==> config.mk <==
export PLATFORM = sky130hd
export DESIGN_NAME = bus_xcvr18
export DESIGN_NICKNAME = d
export VERILOG_FILES = /design/src/rtl/bus_xcvr_pkg.sv /design/src/rtl/xcvr_store.sv /design/src/rtl/xcvr_drive.sv /design/src/rtl/bus_xcvr18.sv
export SDC_FILE = /design/constraint.sdc
export NUM_CORES = 1
export LEC_CHECK = 0
export BUFFER_PORTS_ARGS = -buffer_cell sky130_fd_sc_hd__buf_4
export CORE_MARGIN = 2
export CORE_UTILIZATION = 30
export DETAILED_ROUTE_END_ITERATION = 6
export PLACE_DENSITY = 0.68
export SLEW_MARGIN = 25
export SYNTH_ARGS = -nofsm -noshare
export SYNTH_HDL_FRONTEND = slang
export SYNTH_SLANG_ARGS = --single-unit
export TNS_END_PERCENT = 30
==> constraint.sdc <==
create_clock -name clk -period 1.5 [get_ports clk]
set_clock_uncertainty 0.2 [all_clocks]
set_input_delay 0.3 -clock clk [delete_from_list [all_inputs] [get_ports clk]]
set_output_delay 0.3 -clock clk [all_outputs]
set_load 0.03 [all_outputs]
==> src/rtl/bus_xcvr_pkg.sv <==
package bus_xcvr_pkg;

    localparam int unsigned XCVR_WIDTH = 18;
    localparam int unsigned NUM_DIRS   = 2;
    localparam int unsigned DIR_AB     = 0;
    localparam int unsigned DIR_BA     = 1;

    typedef enum logic [1:0] {
        ST_FOLLOW  = 2'd0,
        ST_CAPTURE = 2'd1,
        ST_KEEP    = 2'd2
    } store_mode_e;

    typedef struct packed {
        logic tpen;
        logic cap;
        logic oe;
    } dir_ctrl_t;

    function automatic store_mode_e pick_mode(logic tpen, logic cap_prev, logic cap_now);
        if (tpen)
            return ST_FOLLOW;
        else if (cap_prev && !cap_now)
            return ST_CAPTURE;
        else
            return ST_KEEP;
    endfunction

    function automatic logic oe_is_active(logic pin, bit active_high);
        return active_high ? pin : !pin;
    endfunction

endpackage

==> src/rtl/xcvr_store.sv <==
module xcvr_store
    import bus_xcvr_pkg::*;
#(
    parameter int unsigned WIDTH = XCVR_WIDTH
) (
    input  logic             clk,
    input  logic             srst,
    input  logic             tpen,
    input  logic             cap,
    input  logic [WIDTH-1:0] d,
    output logic [WIDTH-1:0] q
);

    logic        cap_prev;
    store_mode_e mode;

    always_comb begin
        mode = pick_mode(tpen, cap_prev, cap);
    end

    always_ff @(posedge clk) begin
        if (srst) begin
            cap_prev <= 1'b0;
            q        <= '0;
        end else begin
            cap_prev <= cap;
            unique case (mode)
                ST_FOLLOW,
                ST_CAPTURE: q <= d;
                default:    q <= q;
            endcase
        end
    end

    p_reset_clear_r1: assert property (@(posedge clk) srst |=> q == '0);
    p_follow_r2: assert property (@(posedge clk) disable iff (srst)
        tpen |=> q == $past(d));
    p_keep_high_r3: assert property (@(posedge clk) disable iff (srst)
        (!tpen && cap_prev && cap) |=> $stable(q));
    p_keep_low_r4: assert property (@(posedge clk) disable iff (srst)
        (!tpen && !cap_prev && !cap) |=> $stable(q));
    p_fall_capture_r5: assert property (@(posedge clk) disable iff (srst)
        (!tpen && cap_prev && !cap) |=> q == $past(d));
    p_rise_ignored_r6: assert property (@(posedge clk) disable iff (srst)
        (!tpen && !cap_prev && cap) |=> $stable(q));

endmodule

==> src/rtl/xcvr_drive.sv <==
module xcvr_drive
    import bus_xcvr_pkg::*;
#(
    parameter bit ACTIVE_HIGH = 1'b1
) (
    input  logic oe_pin,
    output logic drive_en
);

    always_comb begin
        drive_en = oe_is_active(oe_pin, ACTIVE_HIGH);
    end

endmodule

==> src/rtl/bus_xcvr18.sv <==
module bus_xcvr18
    import bus_xcvr_pkg::*;
#(
    parameter int unsigned WIDTH      = XCVR_WIDTH,
    parameter bit          AB_OE_HIGH = 1'b1,
    parameter bit          BA_OE_HIGH = 1'b0
) (
    input  logic             clk,
    input  logic             srst,
    input  logic [WIDTH-1:0] a_din,
    input  logic [WIDTH-1:0] b_din,
    input  logic             ab_tpen,
    input  logic             ab_cap,
    input  logic             ab_oe,
    input  logic             ba_tpen,
    input  logic             ba_cap,
    input  logic             ba_oe,
    output logic [WIDTH-1:0] a_dout,
    output logic             a_oe,
    output logic [WIDTH-1:0] b_dout,
    output logic             b_oe
);

    localparam int unsigned NDIR = NUM_DIRS;

    dir_ctrl_t        ctrl    [NDIR];
    logic [WIDTH-1:0] src     [NDIR];
    logic [WIDTH-1:0] word    [NDIR];
    logic             drv     [NDIR];

    always_comb begin
        ctrl[DIR_AB] = '{tpen: ab_tpen, cap: ab_cap, oe: ab_oe};
        ctrl[DIR_BA] = '{tpen: ba_tpen, cap: ba_cap, oe: ba_oe};
        src[DIR_AB]  = a_din;
        src[DIR_BA]  = b_din;
    end

    for (genvar i = 0; i < NDIR; i++) begin : g_dir
        localparam bit OE_HIGH = (i == DIR_AB) ? AB_OE_HIGH : BA_OE_HIGH;

        xcvr_store #(.WIDTH(WIDTH)) u_store (
            .clk  (clk),
            .srst (srst),
            .tpen (ctrl[i].tpen),
            .cap  (ctrl[i].cap),
            .d    (src[i]),
            .q    (word[i])
        );

        xcvr_drive #(.ACTIVE_HIGH(OE_HIGH)) u_drive (
            .oe_pin   (ctrl[i].oe),
            .drive_en (drv[i])
        );
    end

    always_comb begin
        b_dout = word[DIR_AB];
        b_oe   = drv[DIR_AB];
        a_dout = word[DIR_BA];
        a_oe   = drv[DIR_BA];
    end

    p_ab_steady_r9: assert property (@(posedge clk) disable iff (srst)
        (!ab_tpen && $stable(ab_cap)) |=> $stable(b_dout));
    p_ba_steady_r9: assert property (@(posedge clk) disable iff (srst)
        (!ba_tpen && $stable(ba_cap)) |=> $stable(a_dout));

endmodule

# After elaboration in Yosys (flattened, before gate mapping)
# Cells that the tools add are included.
[word_totals]
inputBits = 44
wordCells = 19
regBits = 38
output_inout_bits = 38
[op_classes]
muxes = 4
eq_ne = 2
n_reduce_logical = 9
[ops]
columns = ["operator", "n"]
rows = [
  ["$mux 2", 4],
  ["$eq 2x1->1 const B", 2],
  ["$logic_not 2->1", 2],
  ["$reduce_or 2->1", 2],
  ["$logic_not 1->1", 3],
  ["$logic_and 1x1->1", 2],
]

# Depth between registers and ports, before layout
[logic_depth]
word_depth = 6
ltp_mapped = 5
ltp_nobuf = 3

# By module
# From an unflattened synthesis, not the netlist that was laid out.
[unflattened]
cells_unflattened = 166
hier_area_um2 = 1710.4
[by_module_without_submodules]
columns = ["module", "area_each_um2", "cells_each", "instances", "seq_area_each_um2"]
rows = [
  ["xcvr_store", 849.6, 82, 2, 380.4],
  ["xcvr_drive (g_dir[0].u_drive)", 7.5, 1, 1, 0.0],
  ["xcvr_drive (g_dir[1].u_drive)", 3.8, 1, 1, 0.0],
]

# Worst setup path after synthesis
# OpenSTA, ideal clock, no wires.
[synth_timing]
path_kind = "register to register"
from = "register g_dir[0].u_store.cap_prev"
to = "register g_dir[0].u_store.q[10]"
arrival_time_ns = 0.894
stages_incl_launch_ff = 5
required_ns = 1.228
setup_slack_ns = 0.335
n_path_buf = 2
period_less_slack_ns = 1.165
setup_ns = 0.072
path_cell_list = "dfxtp_1 a21oi_4 buf_12 buf_12 mux2i_1"
[synth_between]
elab_chain_len = 5
word_cells_on_any_way = 6
cone_classes = "eq/ne: 1; mux: 2; reduce/logical: 3"
[synth_rtl]
columns = ["item", "line", "rtl"]
rows = [
  ["from (decl)", "xcvr_store.sv:14", "logic cap_prev;"],
  ["from (signal assigned)", "xcvr_store.sv:26", "cap_prev <= cap;"],
  ["$logic_and 1x1->1 (*)", "bus_xcvr_pkg.sv:23", "else if (cap_prev && !cap_now)"],
  ["$mux 2 (*)", "bus_xcvr_pkg.sv:23", ""],
  ["$mux 2 (*)", "bus_xcvr_pkg.sv:21", "if (tpen)"],
  ["$eq 2x1->1 / $logic_not 2->1 (equally long branches)", "xcvr_store.sv:27", "unique case (mode)"],
  ["$reduce_or 2->1 (*)", "xcvr_store.sv:27", ""],
  ["to (signal assigned)", "xcvr_store.sv:30", "default: q <= q;"],
  ["to (decl)", "xcvr_store.sv:11", "output logic [WIDTH-1:0] q"],
]
# Mark *: on every way between the ends. The rest lies on a longest branch, timed or not.
# A chain may end at the register's enable or synchronous reset.

# Final worst setup path
[layout_timing]
from = "register g_dir[1].u_store.q[2]"
to = "output a_dout[2]"
[layout_rtl]
columns = ["item", "line", "rtl"]
rows = [
  ["from (decl)", "xcvr_store.sv:11", ""],
  ["from (signal assigned)", "xcvr_store.sv:30", ""],
  ["to (decl)", "bus_xcvr18.sv:18", "output logic [WIDTH-1:0] a_dout,"],
]
# No word-level cell between the ends.

==> flow_summary.html <==
<table>
<tr><th>Metric</th><th>Value</th></tr>
<tr><th colspan="2">Run status</th></tr>
<tr><td>Status</td><td>finished, final reports clean</td></tr>
<tr><th colspan="2">Route</th></tr>
<tr><td>Remaining antenna violation count after routing</td><td>0</td></tr>
<tr><td>Total length of routed wires</td><td>3190 um</td></tr>
<tr><td>Count of routing violations after the opening detailed-route iteration</td><td>32</td></tr>
<tr><td>DR pass1 iterations</td><td>3</td></tr>
<tr><td>Remaining DRCs</td><td>0</td></tr>
<tr><td>Number of vias after detailed routing</td><td>around 1,300</td></tr>
<tr><td>Mean number of vias per cell</td><td>about 4.2</td></tr>
<tr><td>Routed wire per std cell</td><td>around 10 um</td></tr>
<tr><th colspan="2">Layout</th></tr>
<tr><td>Multi-input gate area in the final layout</td><td>851 um^2</td></tr>
<tr><td>Share of cells above drive strength 1</td><td>about two fifths</td></tr>
<tr><td>Fill cell instance count of the final layout</td><td>573</td></tr>
<tr><td>Seq. cell area</td><td>between 700 and 800 um^2</td></tr>
<tr><td>Antenna diode count</td><td>0</td></tr>
<tr><td>Area growth from synthesis to layout</td><td>39.9%</td></tr>
<tr><td>Post-layout nets</td><td>~290</td></tr>
<tr><th colspan="2">CTS</th></tr>
<tr><td>Maximum buffer depth of the clock tree</td><td>2</td></tr>
<tr><td>Sink count of the clock tree</td><td>38</td></tr>
<tr><td>Number of resized instances in the post-cts repair step</td><td>0</td></tr>
<tr><td>Clock tree root driver cell</td><td>sky130_fd_sc_hd__clkbuf_8</td></tr>
<tr><td>Clock-pin slew on the worst setup and hold paths</td><td>70 ps</td></tr>
<tr><td>Clock tree from TritonCTS</td><td>built</td></tr>
<tr><td>Number of buffers inserted by post-CTS setup repair</td><td>0</td></tr>
<tr><td>Number of clock buffers inserted by TritonCTS</td><td>5</td></tr>
<tr><td>H-tree depth reported by CTS</td><td>2</td></tr>
<tr><td>Hold_buf cts</td><td>0</td></tr>
<tr><td>Clk Latency, worst-skew pair</td><td>280 ps</td></tr>
<tr><th colspan="2">Critical path</th></tr>
<tr><td>Capture instance of the worst register-to-register path</td><td>g_dir[0].u_store.q[0]$_SDFFE_PP0P_</td></tr>
<tr><td>Critical path capture point</td><td>a_dout[2]</td></tr>
<tr><td>Peak fanout along the critical path</td><td>2</td></tr>
<tr><td>Critical path origin</td><td>g_dir[1].u_store.q[2]$_SDFFE_PP0P_</td></tr>
<tr><td>Path length in cells of the critical path</td><td>1</td></tr>
<tr><td>Startpoint types</td><td>flip-flop</td></tr>
<tr><td>Critical register-to-register path startpoint</td><td>g_dir[0].u_store.cap_prev$_SDFF_PP0_</td></tr>
<tr><td>Crit path buf inv count</td><td>1</td></tr>
<tr><td>Capturing element type of the critical path</td><td>primary output</td></tr>
<tr><td>Data required time of the critical path</td><td>1000 ps</td></tr>
<tr><td>Logic depth of the worst register-to-register path</td><td>3</td></tr>
<tr><td>Stage delay of the slowest cell on the critical path</td><td>around 350 ps</td></tr>
<tr><td>Worst path slowest cell</td><td>sky130_fd_sc_hd__dfxtp_1</td></tr>
<tr><td>Crit path arrival time</td><td>around 800 ps</td></tr>
<tr><td>Critical Setup Path Class</td><td>reg2out</td></tr>
<tr><td>Worst path top cell family by delay</td><td>flip-flops</td></tr>
<tr><td>Flop-to-flop setup slack</td><td>about 340 ps</td></tr>
<tr><td>Cells along the critical path</td><td>buf_4</td></tr>
<tr><th colspan="2">Hold path</th></tr>
<tr><td>Number of instances on the worst hold path</td><td>3</td></tr>
<tr><td>Kind of path behind the tightest hold check</td><td>in2reg</td></tr>
<tr><th colspan="2">Yosys</th></tr>
<tr><td>Register bit total from synthesis</td><td>38</td></tr>
<tr><td>Mapped Cells</td><td>166</td></tr>
<tr><td>Count of warnings emitted by yosys</td><td>0</td></tr>
<tr><td>Netlist area before placement</td><td>between 1500 and 2000 um^2</td></tr>
<tr><td>Register area share after synthesis</td><td>a little over two fifths</td></tr>
<tr><td>Syn Nets</td><td>210</td></tr>
<tr><td>Post-synthesis cell type count</td><td>13</td></tr>
<tr><td>Top post-synthesis cells by area</td><td>sky130_fd_sc_hd__dfxtp_1, sky130_fd_sc_hd__nand2b_1, sky130_fd_sc_hd__mux2i_1</td></tr>
<tr><td>Share of the synthesized area in the top cell type</td><td>approximately 43%</td></tr>
<tr><td>Average cell area after synthesis</td><td>between 10 and 15 um^2</td></tr>
<tr><td>Cell accounting for the most synthesized area</td><td>sky130_fd_sc_hd__dfxtp_1</td></tr>
<tr><th colspan="2">Timing</th></tr>
<tr><td>Fin Hold WS</td><td>35.1 ps</td></tr>
<tr><td>Transition time at the pin with the least slew margin</td><td>approximately 210 ps</td></tr>
<tr><td>Slew Viols, Final</td><td>0</td></tr>
<tr><td>Relative slew slack</td><td>85.8%</td></tr>
<tr><td>Setup TNS after final layout</td><td>0 ps</td></tr>
<tr><td>Tmin final</td><td>1300 ps</td></tr>
<tr><td>Achievable clock frequency</td><td>between 700 and 800 MHz</td></tr>
<tr><td>Post-route fraction of the period consumed by the critical path</td><td>between 80% and 90%</td></tr>
<tr><td>Final setup violation count</td><td>0</td></tr>
<tr><td>RSZ-0062 raised after global routing</td><td>no</td></tr>
<tr><td>Hold violation count in the final report</td><td>0</td></tr>
<tr><th colspan="2">Flow run</th></tr>
<tr><td># Max-Cap Violations</td><td>0</td></tr>
<tr><th colspan="2">Floorplanning</th></tr>
<tr><td>Die ar.</td><td>about 6500 um^2</td></tr>
<tr><td>Initial cell density of the core</td><td>between 30% and 40%</td></tr>
<tr><td>Die extent in y</td><td>80.4 um</td></tr>
<tr><td>Standard-cell row count</td><td>27</td></tr>
<tr><td>Horiz. Die Dim</td><td>around 80 um</td></tr>
<tr><td>Placeable core region</td><td>around 5600 um^2</td></tr>
<tr><td>I/O pin count</td><td>82</td></tr>
<tr><th colspan="2">Pwr</th></tr>
<tr><td>LEAKAGE</td><td>approximately 1.1 nW</td></tr>
<tr><td>Pwr dens</td><td>about 950 nW/um^2</td></tr>
<tr><td>VDD IR-drop max</td><td>approximately 0.43 mV</td></tr>
<tr><th colspan="2">Placement</th></tr>
<tr><td>Number of buffer cells added on primary ports</td><td>around 80</td></tr>
<tr><td>HPWL after detailed placement</td><td>roughly 2300 um</td></tr>
<tr><td>Routability Congestion</td><td>around 0.67</td></tr>
<tr><th colspan="2">Global routing</th></tr>
<tr><td>Remaining global-route overflow</td><td>0</td></tr>
<tr><td>Global-route wire length before repair</td><td>approximately 5300 um</td></tr>
<tr><td>Overall routing resource usage</td><td>roughly 11%</td></tr>
<tr><td>Vias in the first global route</td><td>around 1,300</td></tr>
<tr><td>Antenna violations before repair</td><td>0</td></tr>
<tr><td>Maximum number of pins on one net before global-route repair</td><td>75</td></tr>
</table>
cells in the mapped netlist:
master / count
sky130_fd_sc_hd__clkbuf_1: 5
sky130_fd_sc_hd__inv_1: 1
sky130_fd_sc_hd__inv_2: 2
sky130_fd_sc_hd__dfxtp_1: 38
sky130_fd_sc_hd__buf_4: 1
sky130_fd_sc_hd__clkbuf_2: 1
sky130_fd_sc_hd__a21oi_4: 2
sky130_fd_sc_hd__buf_2: 1
sky130_fd_sc_hd__nor2_1: 2
sky130_fd_sc_hd__buf_12: 4
sky130_fd_sc_hd__mux2i_1: 36
sky130_fd_sc_hd__buf_6: 1
sky130_fd_sc_hd__nand2b_1: 72
registers in the layout, indices dropped and copies added, names as in the netlist:
| signal | count |
|---|---|
| g_dir.u_store.q | 36 |
| g_dir.u_store.cap_prev | 2 |
metrics by stage:
step	setup slack (ps)	cell area [um^2]	utilization, %	power [mW]	cells
floorplan	335	1750	-	1.47	166
global placement	288	2370	42.4	1.67	307
detailed placement	266	2370	42.4	1.67	307
CTS	180	2450	43.9	2.38	313
global route	163	2450	43.9	2.45	313
finish	198	2450	43.9	2.33	313
worst reg2reg max path: stages, from the launching register on:
cell and delay, ps:
sky130_fd_sc_hd__dfxtp_1 330, sky130_fd_sc_hd__a21oi_4 160, sky130_fd_sc_hd__buf_12 190, sky130_fd_sc_hd__mux2i_1 200
cell families after synthesis:
| kind of cell | after synthesis | share of synthesized area (%) |
|---|---|---|
| flops | 38 | 43.5 |
| simple gates | 74 | 26.2 |
| buf+inv | 16 | 7.93 |
| mux | 36 | 20.6 |
| compound gates | 2 | 1.86 |
layout by cell type, fill, tap and decap left out:
cell	instances
sky130_fd_sc_hd__buf_4	79
sky130_fd_sc_hd__clkbuf_8	6
sky130_fd_sc_hd__mux2i_1	36
sky130_fd_sc_hd__dfxtp_1	38
sky130_fd_sc_hd__buf_12	3
sky130_fd_sc_hd__a21oi_4	2
sky130_fd_sc_hd__inv_1	1
sky130_fd_sc_hd__nor2_1	2
sky130_fd_sc_hd__nand2b_1	72
sky130_fd_sc_hd__inv_2	2
where the power goes:
group          internal [mW]  switching (mW)  leakage [nW]
clock network          0.355           0.333        0.0431
registers               1.08          0.0361         0.315
logic                  0.263           0.263         0.780
per-layer routing:
metal | track usage (%) | vias to the layer above | share of wire (%)
met1 | 12.0 | 595 | 42
met4 | 4.58 | 0 | 1.2
met2 | 18.0 | 45 | 47
li1 | - | 672 | -
met5 | 0 | - | 0
met3 | 4.27 | 4 | 9.0
how the worst min path moves through the flow:
stage | start | end | slack (ps)
after CTS | ab_cap | g_dir[0].u_store.cap_prev$_SDFF_PP0_ | 20
final | ab_cap | g_dir[0].u_store.cap_prev$_SDFF_PP0_ | 40
after global routing | ab_cap | g_dir[0].u_store.cap_prev$_SDFF_PP0_ | 30
after global placement | g_dir[1].u_store.q[14]$_SDFFE_PP0P_ | g_dir[1].u_store.q[14]$_SDFFE_PP0P_ | 260
after floorplan | ab_cap | g_dir[0].u_store.cap_prev$_SDFF_PP0_ | 230
after detailed placement | g_dir[1].u_store.q[15]$_SDFFE_PP0P_ | g_dir[1].u_store.q[15]$_SDFFE_PP0P_ | 270
layout make-up:
cell class              count  area share, %
repair buffers             82           26.7
inverters                   3          0.460
multi-input cells         112           34.7
flip-flops and latches     38           31.1
clock buffers               6           3.37
well taps                  72           3.68
Power figures use the tool's default switching activity.
